File: src/rtl/tw_pkg.sv
package tw_pkg;

  typedef enum logic [3:0] {
    ST_IDLE,
    ST_DEV,
    ST_DEV_ACK,
    ST_ADR,
    ST_ADR_ACK,
    ST_WR,
    ST_WR_ACK,
    ST_RD,
    ST_RD_ACK
  } tw_state_e;

endpackage

File: src/rtl/tw_bus_sampler.sv
module tw_bus_sampler #(
  parameter int unsigned STAGES = 2
) (
  input  logic clk,
  input  logic rst_n,
  input  logic scl_i,
  input  logic sda_i,
  output logic scl_lvl,
  output logic sda_lvl,
  output logic scl_rise,
  output logic scl_fall,
  output logic start_ev,
  output logic stop_ev
);

  localparam int unsigned PW = STAGES + 1;

  logic [PW-1:0] scl_p, sda_p;

  always_ff @(posedge clk or negedge rst_n) begin
    if (!rst_n) begin
      scl_p <= '1;
      sda_p <= '1;
    end else begin
      scl_p <= {scl_p[PW-2:0], scl_i};
      sda_p <= {sda_p[PW-2:0], sda_i};
    end
  end

  // stage STAGES-1 is the current synchronized level, stage STAGES the previous one
  assign scl_lvl  = scl_p[STAGES-1];
  assign sda_lvl  = sda_p[STAGES-1];
  assign scl_rise = scl_p[STAGES-1] & ~scl_p[STAGES];
  assign scl_fall = ~scl_p[STAGES-1] & scl_p[STAGES];
  assign start_ev = scl_p[STAGES-1] & scl_p[STAGES] & sda_p[STAGES] & ~sda_p[STAGES-1];
  assign stop_ev  = scl_p[STAGES-1] & scl_p[STAGES] & ~sda_p[STAGES] & sda_p[STAGES-1];

endmodule

File: src/rtl/tw_write_timer.sv
module tw_write_timer #(
  parameter int unsigned WR_CYCLES = 625000
) (
  input  logic clk,
  input  logic rst_n,
  input  logic go,
  output logic busy,
  output logic done
);

  localparam int unsigned CW = $clog2(WR_CYCLES + 1);

  logic [CW-1:0] cnt_q, cnt_d;

  always_comb begin
    cnt_d = cnt_q;
    if (go) begin
      cnt_d = CW'(WR_CYCLES);
    end else if (cnt_q != '0) begin
      cnt_d = cnt_q - CW'(1);
    end
  end

  always_ff @(posedge clk or negedge rst_n) begin
    if (!rst_n) begin
      cnt_q <= '0;
    end else begin
      cnt_q <= cnt_d;
    end
  end

  assign busy = (cnt_q != '0);
  assign done = (cnt_q == CW'(1));

endmodule

File: src/rtl/tw_store.sv
module tw_store #(
  parameter int unsigned ADDR_W = 8,
  parameter int unsigned PAGE_W = 4
) (
  input  logic              clk,
  input  logic              rst_n,
  input  logic              buf_clr,
  input  logic              buf_we,
  input  logic [PAGE_W-1:0] buf_idx,
  input  logic [7:0]        buf_din,
  input  logic              commit,
  input  logic [ADDR_W-PAGE_W-1:0] page,
  input  logic [ADDR_W-1:0] rd_addr,
  output logic [7:0]        rd_data
);

  localparam int unsigned DEPTH = 1 << ADDR_W;
  localparam int unsigned PB    = 1 << PAGE_W;
  localparam int unsigned PG_W  = ADDR_W - PAGE_W;

  logic [7:0]    buf_q [PB];
  logic [PB-1:0] mask_q;
  logic [7:0]    mem_q [DEPTH];

  always_ff @(posedge clk or negedge rst_n) begin
    if (!rst_n) begin
      mask_q <= '0;
    end else if (buf_clr) begin
      mask_q <= '0;
    end else if (buf_we) begin
      mask_q[buf_idx] <= 1'b1;
    end
  end

  // data slots are only read where the mask bit is set, so they carry no reset
  always_ff @(posedge clk) begin
    if (buf_we) begin
      buf_q[buf_idx] <= buf_din;
    end
  end

  for (genvar g = 0; g < DEPTH; g++) begin : g_cell
    localparam int unsigned PG  = g >> PAGE_W;
    localparam int unsigned OFF = g % PB;
    always_ff @(posedge clk or negedge rst_n) begin
      if (!rst_n) begin
        mem_q[g] <= '0;
      end else if (commit && (page == PG_W'(PG)) && mask_q[OFF]) begin
        mem_q[g] <= buf_q[OFF];
      end
    end
  end

  assign rd_data = mem_q[rd_addr];

endmodule

File: src/rtl/tw_ctrl.sv
module tw_ctrl
  import tw_pkg::*;
#(
  parameter int unsigned ADDR_W     = 8,
  parameter int unsigned PAGE_W     = 4,
  parameter logic [3:0]  DEV_PREFIX = 4'b1010
) (
  input  logic              clk,
  input  logic              rst_n,
  input  logic              scl_rise,
  input  logic              scl_fall,
  input  logic              sda_lvl,
  input  logic              start_ev,
  input  logic              stop_ev,
  input  logic              busy,
  input  logic [2:0]        strap,
  input  logic              wr_allow,
  input  logic [7:0]        rd_data,
  output logic              sda_oe,
  output logic [ADDR_W-1:0] addr,
  output logic              buf_clr,
  output logic              buf_we,
  output logic [7:0]        buf_din,
  output logic              wr_go,
  output logic              allow_q,
  output tw_state_e         st
);

  tw_state_e         st_q, st_d;
  logic [3:0]        bcnt_q, bcnt_d;
  logic [7:0]        rsh_q, rsh_d;
  logic [7:0]        tsh_q, tsh_d;
  logic [ADDR_W-1:0] addr_q, addr_d;
  logic              oe_q, oe_d;
  logic              rdm_q, rdm_d;
  logic              mack_q, mack_d;
  logic              pend_q, pend_d;
  logic              allow_d;
  logic              dev_hit;

  assign dev_hit = (rsh_q[7:4] == DEV_PREFIX) && (rsh_q[3:1] == strap);

  always_comb begin
    st_d    = st_q;
    bcnt_d  = bcnt_q;
    rsh_d   = rsh_q;
    tsh_d   = tsh_q;
    addr_d  = addr_q;
    oe_d    = oe_q;
    rdm_d   = rdm_q;
    mack_d  = mack_q;
    pend_d  = pend_q;
    allow_d = allow_q;
    buf_clr = 1'b0;
    buf_we  = 1'b0;
    wr_go   = 1'b0;

    if (busy) begin
      st_d = ST_IDLE;
      oe_d = 1'b0;
    end else if (start_ev) begin
      st_d   = ST_DEV;
      bcnt_d = '0;
      oe_d   = 1'b0;
      pend_d = 1'b0;
    end else if (stop_ev) begin
      st_d = ST_IDLE;
      oe_d = 1'b0;
      if (pend_q) begin
        wr_go   = 1'b1;
        pend_d  = 1'b0;
        allow_d = wr_allow;
      end
    end else begin
      unique case (st_q)
        ST_DEV, ST_ADR, ST_WR: begin
          if (scl_rise && (bcnt_q < 4'd8)) begin
            rsh_d  = {rsh_q[6:0], sda_lvl};
            bcnt_d = bcnt_q + 4'd1;
          end else if (scl_fall && (bcnt_q == 4'd8)) begin
            bcnt_d = '0;
            if (st_q == ST_DEV) begin
              if (dev_hit) begin
                oe_d  = 1'b1;
                rdm_d = rsh_q[0];
                st_d  = ST_DEV_ACK;
              end else begin
                st_d = ST_IDLE;
              end
            end else if (st_q == ST_ADR) begin
              oe_d    = 1'b1;
              addr_d  = rsh_q[ADDR_W-1:0];
              buf_clr = 1'b1;
              st_d    = ST_ADR_ACK;
            end else begin
              oe_d   = 1'b1;
              buf_we = 1'b1;
              pend_d = 1'b1;
              addr_d[PAGE_W-1:0] = addr_q[PAGE_W-1:0] + PAGE_W'(1);
              st_d   = ST_WR_ACK;
            end
          end
        end
        ST_DEV_ACK: begin
          if (scl_fall) begin
            if (rdm_q) begin
              tsh_d  = rd_data;
              oe_d   = ~rd_data[7];
              bcnt_d = '0;
              st_d   = ST_RD;
            end else begin
              oe_d = 1'b0;
              st_d = ST_ADR;
            end
          end
        end
        ST_ADR_ACK, ST_WR_ACK: begin
          if (scl_fall) begin
            oe_d = 1'b0;
            st_d = ST_WR;
          end
        end
        ST_RD: begin
          if (scl_fall) begin
            if (bcnt_q == 4'd7) begin
              oe_d   = 1'b0;
              bcnt_d = '0;
              addr_d = addr_q + ADDR_W'(1);
              st_d   = ST_RD_ACK;
            end else begin
              tsh_d  = {tsh_q[6:0], 1'b0};
              oe_d   = ~tsh_q[6];
              bcnt_d = bcnt_q + 4'd1;
            end
          end
        end
        ST_RD_ACK: begin
          if (scl_rise) begin
            mack_d = ~sda_lvl;
          end else if (scl_fall) begin
            if (mack_q) begin
              tsh_d = rd_data;
              oe_d  = ~rd_data[7];
              st_d  = ST_RD;
            end else begin
              st_d = ST_IDLE;
            end
          end
        end
        default: begin
          st_d = ST_IDLE;
        end
      endcase
    end
  end

  always_ff @(posedge clk or negedge rst_n) begin
    if (!rst_n) begin
      st_q    <= ST_IDLE;
      bcnt_q  <= '0;
      rsh_q   <= '0;
      tsh_q   <= '0;
      addr_q  <= '0;
      oe_q    <= 1'b0;
      rdm_q   <= 1'b0;
      mack_q  <= 1'b0;
      pend_q  <= 1'b0;
      allow_q <= 1'b0;
    end else begin
      st_q    <= st_d;
      bcnt_q  <= bcnt_d;
      rsh_q   <= rsh_d;
      tsh_q   <= tsh_d;
      addr_q  <= addr_d;
      oe_q    <= oe_d;
      rdm_q   <= rdm_d;
      mack_q  <= mack_d;
      pend_q  <= pend_d;
      allow_q <= allow_d;
    end
  end

  assign sda_oe  = oe_q;
  assign addr    = addr_q;
  assign buf_din = rsh_q;
  assign st      = st_q;

endmodule

File: src/rtl/tw_eeprom_slave.sv
module tw_eeprom_slave
  import tw_pkg::*;
#(
  parameter int unsigned ADDR_W      = 8,
  parameter int unsigned PAGE_W      = 4,
  parameter int unsigned WR_CYCLES   = 625000,
  parameter int unsigned SYNC_STAGES = 2,
  parameter logic [3:0]  DEV_PREFIX  = 4'b1010
) (
  input  logic       clk,
  input  logic       rst_n,
  input  logic       scl_i,
  input  logic       sda_i,
  input  logic [2:0] strap_i,
  input  logic       wr_allow_i,
  output logic       sda_oe_o
);

  localparam int unsigned PG_W = ADDR_W - PAGE_W;

  logic scl_lvl, sda_lvl, scl_rise, scl_fall, start_ev, stop_ev;
  logic busy, done, wr_go, allow_q, commit;
  logic buf_clr, buf_we;
  logic [7:0] buf_din, rd_data;
  logic [ADDR_W-1:0] addr;
  tw_state_e st;

  tw_bus_sampler #(.STAGES(SYNC_STAGES)) u_sampler (
    .clk(clk), .rst_n(rst_n), .scl_i(scl_i), .sda_i(sda_i),
    .scl_lvl(scl_lvl), .sda_lvl(sda_lvl), .scl_rise(scl_rise),
    .scl_fall(scl_fall), .start_ev(start_ev), .stop_ev(stop_ev)
  );

  tw_ctrl #(.ADDR_W(ADDR_W), .PAGE_W(PAGE_W), .DEV_PREFIX(DEV_PREFIX)) u_ctrl (
    .clk(clk), .rst_n(rst_n), .scl_rise(scl_rise), .scl_fall(scl_fall),
    .sda_lvl(sda_lvl), .start_ev(start_ev), .stop_ev(stop_ev), .busy(busy),
    .strap(strap_i), .wr_allow(wr_allow_i), .rd_data(rd_data),
    .sda_oe(sda_oe_o), .addr(addr), .buf_clr(buf_clr), .buf_we(buf_we),
    .buf_din(buf_din), .wr_go(wr_go), .allow_q(allow_q), .st(st)
  );

  tw_write_timer #(.WR_CYCLES(WR_CYCLES)) u_timer (
    .clk(clk), .rst_n(rst_n), .go(wr_go), .busy(busy), .done(done)
  );

  assign commit = done & allow_q;

  tw_store #(.ADDR_W(ADDR_W), .PAGE_W(PAGE_W)) u_store (
    .clk(clk), .rst_n(rst_n), .buf_clr(buf_clr), .buf_we(buf_we),
    .buf_idx(addr[PAGE_W-1:0]), .buf_din(buf_din), .commit(commit),
    .page(addr[ADDR_W-1:PAGE_W]), .rd_addr(addr), .rd_data(rd_data)
  );

  logic [PG_W-1:0] unused_pg;
  assign unused_pg = '0;

endmodule

File: config.mk
export PLATFORM = sky130hd
export DESIGN_NAME = tw_eeprom_slave
export DESIGN_NICKNAME = d
export VERILOG_FILES = /design/src/rtl/tw_pkg.sv /design/src/rtl/tw_bus_sampler.sv /design/src/rtl/tw_write_timer.sv /design/src/rtl/tw_store.sv /design/src/rtl/tw_ctrl.sv /design/src/rtl/tw_eeprom_slave.sv
export SDC_FILE = /design/constraint.sdc
export NUM_CORES = 2
export LEC_CHECK = 0
export BUFFER_PORTS_ARGS = -buffer_cell sky130_fd_sc_hd__buf_2
export CORE_ASPECT_RATIO = 1.4
export CORE_MARGIN = 2
export CORE_UTILIZATION = 50
export CTS_CLUSTER_DIAMETER = 30
export DETAILED_ROUTE_END_ITERATION = 8
export GPL_ROUTABILITY_DRIVEN = 0
export PLACE_DENSITY = 0.62
export RECOVER_POWER = 25
export SLEW_MARGIN = 20
export SYNTH_ARGS = -nofsm -noshare
export SYNTH_HDL_FRONTEND = slang
export SYNTH_SLANG_ARGS = --single-unit
File: constraint.sdc
create_clock -name clk -period 9.7 [get_ports clk]
set_clock_uncertainty 0.2 [all_clocks]
set_input_delay 0.97 -clock clk [delete_from_list [all_inputs] [get_ports clk]]
set_output_delay 0.97 -clock clk [all_outputs]
set_load 0.01 [all_outputs]
Word level (Yosys, flattened, before mapping)
Memory sizes are Yosys's and may differ from the RTL's.
Cells that the tools add are included.
{ "word_totals": {"ff_bits": 2126, "latch_bits": 0, "ram_bits": 128, "rom_bits": 0, "input_bits": 8, "out_inout_bits": 1, "elab_cells": 753, "memories": 1} }
{ "memory_table": {"columns": ["name", "depth", "word_bits", "rd", "rd_clocked_by_memory_dff", "write_ports", "line_no", "source"], "rows": [
  ["u_store.buf_q", 16, 8, 16, 0, 1, "tw_store.sv:21", "logic [7:0] buf_q [PB];"]
]} }
{ "op_classes": {"addsub": 4, "multipliers": 0, "div": 0, "n_lt_le_gt_ge": 4, "eq_ne": 58, "shift": 0, "mux": 96, "n_bitwise": 20, "n_reduce_logical": 299} }
{ "ops": {"columns": ["cell", "n"], "rows": [
  ["logical AND 1 bit", 276],
  ["2-to-1 mux 4 bit", 22],
  ["binary-select mux 8 bit (select 8 bit)", 1],
  ["2-to-1 mux 8 bit", 7],
  ["2-to-1 mux 7 bit", 7],
  ["2-to-1 mux 1 bit", 45],
  ["equality test 4 bit, second input constant", 11],
  ["2-to-1 mux 20 bit", 2],
  ["equality test 4 x 3 -> 1 bit, second input constant", 9],
  ["inequality test 5 x 4 -> 1 bit, second input constant", 7],
  ["2-to-1 mux 16 bit", 2],
  ["case mux 7 bit (3 select lines)", 1],
  ["equality test 20 x 1 -> 1 bit, second input constant", 1],
  ["case mux 4 bit (5 select lines)", 1],
  ["AND reduction 10 bit", 2],
  ["nonzero test 20 bit", 1],
  ["subtractor 20 x 1 -> 20 bit, second input constant", 1],
  ["equality test 4 x 2 -> 1 bit, second input constant", 4],
  ["inequality test 2 x 1 -> 1 bit, second input constant", 8],
  ["OR 16 bit", 1],
  ["case mux 8 bit (2 select lines)", 1],
  ["AND reduction 8 bit", 2],
  ["case mux 4 bit (3 select lines)", 1],
  ["AND reduction 11 bit", 1],
  ["33 further kinds", 67]
]} }

Longest topological paths before layout
{ "logic_depth": {"word_depth": 12, "depth_mapped": 13, "mapped_depth_nobuf": 9} }

By module
From an unflattened synthesis, not the netlist that was laid out.
{ "hier_totals": {"cells_unflattened": 6568, "area_unflattened_um2": 100611.5} }
{ "modules_own_cells": {"columns": ["module", "n_inst", "cells_per_inst", "area_per_inst_um2", "seq_area_each_um2"], "rows": [
  ["tw_store", 1, 6171, 96986.8, 55493.2],
  ["tw_ctrl", 1, 261, 2273.4, 900.9],
  ["tw_write_timer", 1, 125, 1154.9, 500.5],
  ["tw_bus_sampler", 1, 10, 190.2, 157.7],
  ["tw_eeprom_slave", 1, 1, 6.3, 0.0]
]} }

Worst setup path before layout
Ideal clock, no wire load.
{ "synth_timing": {"path_type": "reg-to-reg", "from": "reg u_timer.cnt_q[15]", "to": "mem u_store.buf_q[1][0] (enable)", "setup_ps": 383, "arrival_ps": 2852, "required_time_ps": 9117, "setup_slack_ps": 6264, "stages_incl_launch_ff": 7, "n_path_buf": 0, "synth_period_minus_slack_ps": 3436, "cell_sequence": "dfrtp_1 -> or4_4 -> nor4b_4 -> nand4b_1 -> nor3_2 -> nand2_1 -> nor3_1"} }
{ "synth_between": {"elab_chain_len": 4} }
{ "synth_rtl": {"columns": ["item", "line_no", "source"], "rows": [
  ["from (decl)", "tw_write_timer.sv:13", "logic [CW-1:0] cnt_q, cnt_d;"],
  ["from (signal assigned)", "tw_write_timer.sv:28", "cnt_q <= cnt_d;"],
  ["nonzero test 20 bit", "tw_write_timer.sv:32", "assign busy = (cnt_q != '0);"],
  ["2-to-1 mux 1 bit", "tw_ctrl.sv:58", "if (busy) begin"],
  ["2-to-1 mux 1 bit", "tw_store.sv:37", "if (buf_we) begin"],
  ["2-to-1 mux 1 bit (not written as such)", "tw_store.sv:38", "buf_q[buf_idx] <= buf_din;"],
  ["to (decl)", "tw_store.sv:21", null]
]} }
No other way between the ends.

==> impl_metrics.toml <==
[outcome]
outcome = "finished, violations left"
violations = "max-capacitance violations, max-slew violations"

[power]
swShare = 0.224
clock_power_share = 0.599
p_comb_frac = 0.016
vdd_drop_max_mv = 0.139
p_per_area_nw_per_um2 = 212
leakagePower_nw = 56.8
p_int_mw = 19.5
seqPwrFrac = 0.385
switchingPower_mw = 5.64

[worst_setup_path]
path_common_cell = "buf_12"
critPathBufInv = 4
cp.required_ps = 9690
crit_type = "in2async"
arrival_ps = 5560
crit_path_end_kind = "asynchronous set/reset pin"
startpoint_type = "input pin"
worst_path_dominant_cell_family = "buffers and inverters"
cp_cell_sequence = "dlygate4sd3_1, buf_12, buf_12, clkbuf_2"
slowest_delay_ps = 2470
crit_fanout = 135
crit_slowest_cell = "clkbuf_2"

[sta]
hold_violations = 0
maxSlewHeadroom = -1.75
rsz0062_at_grt = "false"
whs_ps = 128
tightest_slew_ps = 4120
period_share = 0.574
final_max_slew_viol_count = 707
setup_viol = 0
finalSetupTns_ps = 0
period_needed_ps = 5560
fmaxAchievable_mhz = 180

[final_layout]
layout_common_cells = "dfrtp_1 (2111), mux2_2 (1870), mux4_2 (451)"
final_net_count = 6756
area_growth_pct = 18.2
drive_gt1_frac = 0.469
final_common_cell = "dfrtp_1"

[clocking]
cts_tree = "done"
cts_made_buffers = 407
cts_buffer_depth = 4
root_buffer = "clkbuf_16"
cts_resized = 0
h-tree-depth = 5
numClockSinks = 2254
postCtsHoldBufs = 3
cts_setup_buffers = 0
clock_latency_ps = 910
clk_pin_slew_ps = 60

[logic_synthesis]
syn_area_per_cell_um2 = 15.5
synthArstFlopShare = 0.943
synth_ff_type = "dfrtp_1"
synth.ff_latch_count = 2254
ys.warnings.count = 0
syn_area_um2 = 100000
ys_types = 73
yosys.area.top_type = "dfrtp_1"
synth_top_area_share = 0.528
syn_inst = 6501
synth_edf_count = 128
ys_seq_area_frac = 0.568
synth.area.top_cells = "dfrtp_1 (53%), mux2_2 (21%), mux4_2 (10%), edfxtp_1 (3.8%), mux2_1 (2.4%)"
synth_nets = 6518

[placed_design]
hpwl_mm = 232
io_buffers = 8

[worst_hold_path]
min_path_type = "in2reg"

[routing]
wire_per_inst_um = 38.0
drt_iter0_drc = 7298
drc = 0
wl_mm = 371
vias = 65021
final_antenna_net_count = 0
firstDrtPassIters = 6
avgViaCountPerCell = 6.66

[floorplanning]
rows = 194
num_io_pins = 9
die_y_um = 534
core_area_um2 = 200000
start_util = 0.503
die_w_um = 383
die-area_um2 = 205000

[job]
cap_viol_max_count = 14

[global_routing]
grt_pass1_wl_mm = 520
grt_usage = 0.364
globalRouteOverflowTotal = 0
grt_pass1_vias = 66817
grt_max_degree = 182
antenna_found_initial = 38
==> power by group through the flow <==
stage | clock network (mW) | registers (mW) | logic [mW]
final | 15.1 | 9.68 | 0.413
after global routing | 15.6 | 9.69 | 0.471
after floorplan | 0 | 9.83 | 0.143
after detailed placement | 0 | 9.84 | 0.439
after global placement | 0 | 9.84 | 0.427
after CTS | 15.1 | 9.68 | 0.442
==> synth_stat cells (all sizes together) (12+ instances only) <==
library cell,n
a2111oi,12
a211oi,18
a21oi,75
a221oi,16
a22o,17
a22oi,113
a31oi,28
buf,111
clkbuf,278
dfrtp,2120
edfxtp,128
inv,14
mux2,2080
mux2i,187
mux4,451
nand2,372
nand2b,14
nand3,69
nor2,116
nor2b,19
nor3,31
o21ai,36
o22ai,42
==> logic make-up after synthesis <==
logic type,share of synthesized area
buffers and inverters,0.0170
multiplexers,0.353
AO/OA/AOI/OAI,0.0285
adder cells (fa/ha/maj),0.00112
XOR/XNOR,0.00122
flip-flops,0.568
AND/OR/NAND/NOR,0.0313
==> metal layers <==
| layer | up-vias | part of all wire | wire length, um | track usage |
|---|---|---|---|---|
| met5 | - | 0.00023 | 87 | 0 |
| met4 | 12 | 0.072 | 26800 | 0.229 |
| met3 | 1050 | 0.085 | 31400 | 0.0856 |
| met2 | 3555 | 0.47 | 175000 | 0.570 |
| met1 | 35288 | 0.37 | 138000 | 0.457 |
| li1 | 25116 | - | - | - |
==> registers in the layout (all words and copies together), names as in the netlist, 4 cells and up <==
register / flops
u_ctrl.buf_din: 8
u_timer.cnt_q: 20
u_ctrl.addr: 8
u_store.buf_q: 128
u_ctrl.st: 4
u_store.mem_q: 2048
u_store.mask_q: 16
u_ctrl.bcnt_q: 4
u_ctrl.tsh_q: 7
==> cell type report <==
cell class	instances	area (um^2)
diodes	39	97.6
well taps	2646	3310
inverters	15	61.3
clock inverters	261	3440
flip-flops and latches	2254	57100
fillers	15488	80800
repair buffers	218	1790
clock buffers	488	11200
multi-input cells	3843	41800
==> final timing paths <==
kind	startpoint	end	slack (ps)	cells after the start
max in group clk	u_ctrl.addr[0]	u_ctrl.tsh_q[0]	4210	9
hold / removal	wr_allow_i	u_ctrl.allow_q	130	2
min in group asynchronous	rst_n	u_store.mem_q[818]	530	2
setup reg to reg	u_ctrl.addr[0]	u_ctrl.tsh_q[0]	4210	9
hold reg to reg	u_sampler.scl_p[0]	u_sampler.scl_p[1]	160	0
setup / recovery	rst_n	u_ctrl.bcnt_q[2]	4140	4
==> through the flow <==
stage / instance area (um^2) / util / total power, mW / cells / setup slack, ps
after CTS: 119000 / 0.595 / 25.3 / 9723 / 4640
final: 119000 / 0.595 / 25.2 / 9764 / 4140
after global placement: 104000 / 0.521 / 10.3 / 8970 / 4640
after global routing: 119000 / 0.595 / 25.8 / 9727 / 3360
after floorplan: 100000 / - / 9.97 / 6501 / 6260
after detailed placement: 104000 / 0.522 / 10.3 / 8971 / 4650
No activity file was read; power rests on OpenSTA's default activity.
